$ cat config.mk
export PLATFORM = sky130hd
export DESIGN_NAME = shclk_stuck_watchdog
export DESIGN_NICKNAME = d
export VERILOG_FILES = /design/src/rtl/shclk_wd_pkg.sv /design/src/rtl/shclk_wd_sync.sv /design/src/rtl/shclk_wd_lowtimer.sv /design/src/rtl/shclk_wd_hold.sv /design/src/rtl/shclk_wd_flag.sv /design/src/rtl/shclk_stuck_watchdog.sv
export SDC_FILE = /design/constraint.sdc
export NUM_CORES = 1
export LEC_CHECK = 0
export ABC_AREA = 1
export BUFFER_PORTS_ARGS = -buffer_cell sky130_fd_sc_hd__buf_2
export CORE_MARGIN = 3
export CORE_UTILIZATION = 50
export DETAILED_ROUTE_END_ITERATION = 12
export GPL_TIMING_DRIVEN = 0
export PLACE_DENSITY = 0.7
export SETUP_SLACK_MARGIN = 0.02
export SYNTH_ARGS = -nofsm -noshare
export SYNTH_HDL_FRONTEND = slang
export SYNTH_SLANG_ARGS = --single-unit
$ cat constraint.sdc
create_clock -name clk -period 3.5 [get_ports clk]
set_clock_uncertainty 0.05 [all_clocks]
set_input_delay 0.7 -clock clk [delete_from_list [all_inputs] [get_ports clk]]
set_output_delay 0.7 -clock clk [all_outputs]
set_load 0.02 [all_outputs]
$ cat src/rtl/shclk_wd_pkg.sv
package shclk_wd_pkg;

   typedef enum logic [1:0] {
      ST_WATCH     = 2'd0,
      ST_HOLD      = 2'd1,
      ST_WAIT_HIGH = 2'd2
   } wd_state_e;

   function automatic int unsigned cnt_width(input int unsigned max_val);
      cnt_width = (max_val < 2) ? 1 : $clog2(max_val + 1);
   endfunction

endpackage

$ cat src/rtl/shclk_wd_sync.sv
module shclk_wd_sync #(
   parameter int unsigned STAGES   = 2,
   parameter bit          IDLE_VAL = 1'b1
) (
   input  logic clk,
   input  logic rst_n,
   input  logic d_in,
   output logic q_out
);

   generate
      if (STAGES == 0) begin : g_bypass
         assign q_out = d_in;
      end else begin : g_chain
         logic [STAGES-1:0] chain_q;
         if (STAGES == 1) begin : g_one
            always_ff @(posedge clk or negedge rst_n) begin
               if (!rst_n) chain_q <= {STAGES{IDLE_VAL}};
               else        chain_q <= d_in;
            end
         end else begin : g_many
            always_ff @(posedge clk or negedge rst_n) begin
               if (!rst_n) chain_q <= {STAGES{IDLE_VAL}};
               else        chain_q <= {chain_q[STAGES-2:0], d_in};
            end
         end
         assign q_out = chain_q[STAGES-1];
      end
   endgenerate

endmodule

$ cat src/rtl/shclk_wd_lowtimer.sv
module shclk_wd_lowtimer #(
   parameter int unsigned LIMIT = 64,
   parameter int unsigned CW    = shclk_wd_pkg::cnt_width(LIMIT)
) (
   input  logic          clk,
   input  logic          rst_n,
   input  logic          tick,
   input  logic          line_s,
   input  logic          arm,
   output logic [CW-1:0] low_cnt,
   output logic          detect
);

   localparam logic [CW-1:0] LIM_V = CW'(LIMIT);

   logic at_limit;
   assign at_limit = (low_cnt == LIM_V);

   always_ff @(posedge clk or negedge rst_n) begin
      if (!rst_n) begin
         low_cnt <= '0;
      end else if (!arm || line_s) begin
         low_cnt <= '0;
      end else if (tick && !at_limit) begin
         low_cnt <= low_cnt + 1'b1;
      end
   end

   assign detect = arm & ~line_s & tick & at_limit;

endmodule

$ cat src/rtl/shclk_wd_hold.sv
module shclk_wd_hold #(
   parameter int unsigned HOLD = 120000,
   parameter int unsigned CW   = shclk_wd_pkg::cnt_width(HOLD - 1)
) (
   input  logic          clk,
   input  logic          rst_n,
   input  logic          tick,
   input  logic          line_s,
   input  logic          detect,
   output logic          arm,
   output logic          pull_low,
   output logic [CW-1:0] hold_cnt
);
   import shclk_wd_pkg::*;

   localparam logic [CW-1:0] LAST_V = CW'(HOLD - 1);

   wd_state_e state_q, state_d;
   logic [CW-1:0] hold_d;

   always_comb begin
      state_d = state_q;
      hold_d  = hold_cnt;
      case (state_q)
         ST_WATCH: begin
            hold_d = '0;
            if (detect) state_d = ST_HOLD;
         end
         ST_HOLD: begin
            if (tick) begin
               if (hold_cnt == LAST_V) begin
                  state_d = ST_WAIT_HIGH;
                  hold_d  = '0;
               end else begin
                  hold_d = hold_cnt + 1'b1;
               end
            end
         end
         ST_WAIT_HIGH: begin
            hold_d = '0;
            if (line_s) state_d = ST_WATCH;
         end
         default: begin
            state_d = ST_WATCH;
            hold_d  = '0;
         end
      endcase
   end

   always_ff @(posedge clk or negedge rst_n) begin
      if (!rst_n) begin
         state_q  <= ST_WATCH;
         hold_cnt <= '0;
      end else begin
         state_q  <= state_d;
         hold_cnt <= hold_d;
      end
   end

   assign arm      = (state_q == ST_WATCH);
   assign pull_low = (state_q == ST_HOLD);

endmodule

$ cat src/rtl/shclk_wd_flag.sv
module shclk_wd_flag #(
   parameter bit SET_WINS = 1'b1
) (
   input  logic clk,
   input  logic rst_n,
   input  logic set_i,
   input  logic clr_i,
   output logic flag_q
);

   logic flag_d;

   generate
      if (SET_WINS) begin : g_set_priority
         assign flag_d = set_i | (flag_q & ~clr_i);
      end else begin : g_clr_priority
         assign flag_d = ~clr_i & (set_i | flag_q);
      end
   endgenerate

   always_ff @(posedge clk or negedge rst_n) begin
      if (!rst_n) flag_q <= 1'b0;
      else        flag_q <= flag_d;
   end

endmodule

$ cat src/rtl/shclk_stuck_watchdog.sv
module shclk_stuck_watchdog #(
   parameter int unsigned SYNC_STAGES  = 2,
   parameter int unsigned LOW_LIMIT_US = 64,
   parameter int unsigned HOLD_US      = 120000,
   parameter bit          SET_WINS     = 1'b1
) (
   input  logic clk,
   input  logic rst_n,
   input  logic tick_1us,
   input  logic line_in,
   input  logic clr_flag,
   output logic pull_low,
   output logic stuck_flag
);

   localparam int unsigned LCW = shclk_wd_pkg::cnt_width(LOW_LIMIT_US);
   localparam int unsigned HCW = shclk_wd_pkg::cnt_width(HOLD_US - 1);

   generate
      if (LOW_LIMIT_US < 1) begin : g_bad_limit
         $error("LOW_LIMIT_US must be at least 1");
      end
      if (HOLD_US < 2) begin : g_bad_hold
         $error("HOLD_US must be at least 2");
      end
      if (SYNC_STAGES > 4) begin : g_bad_sync
         $error("SYNC_STAGES must be 4 or fewer");
      end
   endgenerate

   logic           line_s;
   logic           arm;
   logic           detect;
   logic [LCW-1:0] low_cnt;
   logic [HCW-1:0] hold_cnt;

   shclk_wd_sync #(
      .STAGES   (SYNC_STAGES),
      .IDLE_VAL (1'b1)
   ) sync_i (
      .clk   (clk),
      .rst_n (rst_n),
      .d_in  (line_in),
      .q_out (line_s)
   );

   shclk_wd_lowtimer #(
      .LIMIT (LOW_LIMIT_US),
      .CW    (LCW)
   ) lowtmr_i (
      .clk     (clk),
      .rst_n   (rst_n),
      .tick    (tick_1us),
      .line_s  (line_s),
      .arm     (arm),
      .low_cnt (low_cnt),
      .detect  (detect)
   );

   shclk_wd_hold #(
      .HOLD (HOLD_US),
      .CW   (HCW)
   ) hold_i (
      .clk      (clk),
      .rst_n    (rst_n),
      .tick     (tick_1us),
      .line_s   (line_s),
      .detect   (detect),
      .arm      (arm),
      .pull_low (pull_low),
      .hold_cnt (hold_cnt)
   );

   shclk_wd_flag #(
      .SET_WINS (SET_WINS)
   ) flag_i (
      .clk    (clk),
      .rst_n  (rst_n),
      .set_i  (detect),
      .clr_i  (clr_flag),
      .flag_q (stuck_flag)
   );

endmodule

==> results.cfg <==
[cts]
cts_root_buffer = sky130_fd_sc_hd__clkbuf_4
bufs_on_longest_clock_path = 2
clock_sinks = 29
postCtsSetupBuffers = 0
cts_inserted_buffers = 5
clkTransAtPathRegs_ns = 0.11
postCtsHoldBufs = 0
htree_num_levels = 2
insertion_delay_ns = 0.34
clock_tree_from_tritoncts = built
post_cts.resized_instances = 0

[sta]
fin_tns_setup_ns = 0
hold_viol_final = 0
period_share_pct = 60.1
setup_viol = 0
finalWorstPathRequiredPeriod_ns = 2.10
worst_pin_slew_ns = 0.627
unrepaired_setup_endpoints_after_global_routing = no
timing.slew.headroom_pct = 58.2
max_clock_freq_mhz = 475
final_max_slew_viol_count = 0

[layout]
num-fill-cells = 320
multi_input_comb_area_um2 = 843
flow.area_growth_from_synthesis_pct = 10.1
seqCellArea_um2 = 728
mostFrequentLayoutCells = 64 x sky130_fd_sc_hd__nand2_1, 37 x sky130_fd_sc_hd__nor2_1, 35 x sky130_fd_sc_hd__inv_1
layout.cells.most_common = sky130_fd_sc_hd__nand2_1
total_nets_final = 264
antenna_cells = 0
final_cell_area_mm2 = 0.00190
final_layout_size_suffix_gt1_share_pct = 11.7
final_core_util_pct = 59.9

[hold_path]
hold_path_class = in2async

[placement]
last_weighted_congestion_value_of_the_routability_driven_placer = 0.895
detailedPlacementHpwl_um = 2730
placed_cell_area_mm2 = 0.00182
portBuffers = 6

[drt]
post_drt_via_cell_ratio = 5.09
route.final.wire_length_um = 3590
drc_violation_total_after_the_first_tritonroute_iteration = 102
detail-route-antenna-nets = 0
wl_per_cell_um = 11.9
first_pass_iters = 4
drcViolationCount = 0
via_count_of_the_routed_design = 1531

[worst_setup_path]
critical-path-max-stage-delay_ns = 0.41
crit_path_cell_trace = inv_1 > nand2_1 > inv_1 > buf_2
top_cell_by_count_worst_path = sky130_fd_sc_hd__inv_1
critical_path.endpoint_type = output port
worst-endpoint-required_ns = 2.75
critical_path.max_fanout = 7
worst-setup-path-type = reg2out
crit_buf_inv = 3
critical_path_arrival_ns = 1.35
worst_setup_path_start_kind = flip-flop
critical_path.slowest_cell = sky130_fd_sc_hd__dfrtp_1
timing.critical_path.max_delay_family = buffers and inverters

[pwr]
leakage_nw = 0.843
vdd.ir_drop.worst_uv = 270
total_power_mw = 0.662
power-per-cell-area_mw_per_mm2 = 348

[global_routing]
largest_net_degree_at_the_start_of_global_routing = 30
overflow = 0
grt_antenna_before_repair = 0
first_global_vias = 1503
track_usage_pct = 20.8
grt_first_pass_wirelength_um = 6660

[synthesis]
synth.ff_latch_count = 29
netlist-cell-type-count = 23
sequential_element_share_of_the_synthesized_area_pct = 42.1
synthesis.instances = 243
synth_warn = 0
postSynthAreaPerCell_um2 = 7.12
post_synth_instance_area_mm2 = 0.00173
synth.net_count = 251

[floorplan]
chipWidth_um = 64.8
chipHeight_um = 64.8
start_util_pct = 54.4
die_area_mm2 = 0.00420
floorplan.core_area_mm2 = 0.00318
core.rowCount = 20
io_pins = 7

[run_status]
run_status = finished, final reports clean

[flow_run]
max_cap_viol_count = 0
-- where the power goes --
part,switching [mW],total [mW],internal (mW)
Clock,0.127,0.297,0.170
Combinational,0.0173,0.0228,0.00551
Sequential,0.00295,0.342,0.339
Total,0.148,0.662,0.514
-- cells by family (layout without fill, tap and decap cells) --
| group | Yosys count | count (layout) | synth area share, % |
|---|---|---|---|
| adder cells (fa/ha/maj) | 3 | 3 | 2.17 |
| XOR/XNOR | 6 | 6 | 3.04 |
| AND/OR/NAND/NOR | 150 | 150 | 38.2 |
| AO/OA/AOI/OAI | 15 | 15 | 5.35 |
| buffers and inverters | 40 | 54 | 9.18 |
| flip-flops | 29 | 29 | 42.1 |
-- through the flow --
step / setup slack (ns) / hold WS (ns) / std cells
finish: 1.40 / 0.311 / 301
global route: 1.30 / 0.322 / 301
CTS: 1.38 / 0.313 / 301
detailed placement: 1.60 / 0.297 / 293
global placement: 1.59 / 0.296 / 293
floorplan: 1.97 / 0.295 / 243
-- registers in the layout, indices dropped and copies added, names as in the netlist --
register,cells
flag_i.flag_q,1
lowtmr_i.low_cnt,7
sync_i.g_chain.chain_q,2
hold_i.hold_cnt,17
hold_i.state_q,2
-- cell usage after synthesis (all sizes together) --
| master | n | share of area, % |
|---|---|---|
| o22ai | 1 | 0.36 |
| ha | 3 | 2.2 |
| dfstp | 2 | 3.0 |
| xnor2 | 1 | 0.51 |
| o21bai | 1 | 0.43 |
| o21ai | 12 | 4.1 |
| buf | 2 | 0.94 |
| xor2 | 5 | 2.5 |
| inv | 38 | 8.2 |
| nand2 | 64 | 14 |
| a22oi | 1 | 0.43 |
| nand3 | 25 | 7.8 |
| nand4 | 12 | 4.3 |
| or2 | 1 | 0.36 |
| dfrtp | 27 | 39 |
| nor2 | 41 | 9.5 |
| nor3 | 7 | 2.3 |
-- final timing paths --
check                      slack (ns)                        end  depth (start not counted)                       from
min                              0.31        lowtmr_i.low_cnt[3]                          1                      rst_n
min reg2reg                      0.31  sync_i.g_chain.chain_q[1]                          0  sync_i.g_chain.chain_q[0]
min in group clk                 0.31  sync_i.g_chain.chain_q[1]                          0  sync_i.g_chain.chain_q[0]
max reg2reg                      1.84        hold_i.hold_cnt[12]                          9         hold_i.hold_cnt[1]
max in group asynchronous        2.66        hold_i.hold_cnt[12]                          1                      rst_n
max                              1.40                   pull_low                          4          hold_i.state_q[1]
-- metal layers --
| layer | wire length [um] | GRT usage [%] | part of all wire [%] | vias to the layer above |
|---|---|---|---|---|
| met2 | 1550 | 32.1 | 43 | 33 |
| li1 | - | - | - | 795 |
| met4 | 59 | 7.92 | 1.6 | 0 |
| met3 | 192 | 4.68 | 5.3 | 8 |
| met5 | 0 | 0 | 0 | - |
| met1 | 1790 | 28.3 | 50 | 695 |
-- cell type report --
class / instances / area share, %
Multi-Input combinational cell: 174 / 44.3
Sequential cell: 29 / 38.2
Inverter: 38 / 7.49
Tap cell: 44 / 2.89
Clock buffer: 6 / 2.69
Clock inverter: 2 / 1.97
Timing Repair Buffer: 6 / 1.58
Buffer: 2 / 0.854
Power figures use the tool's default switching activity.
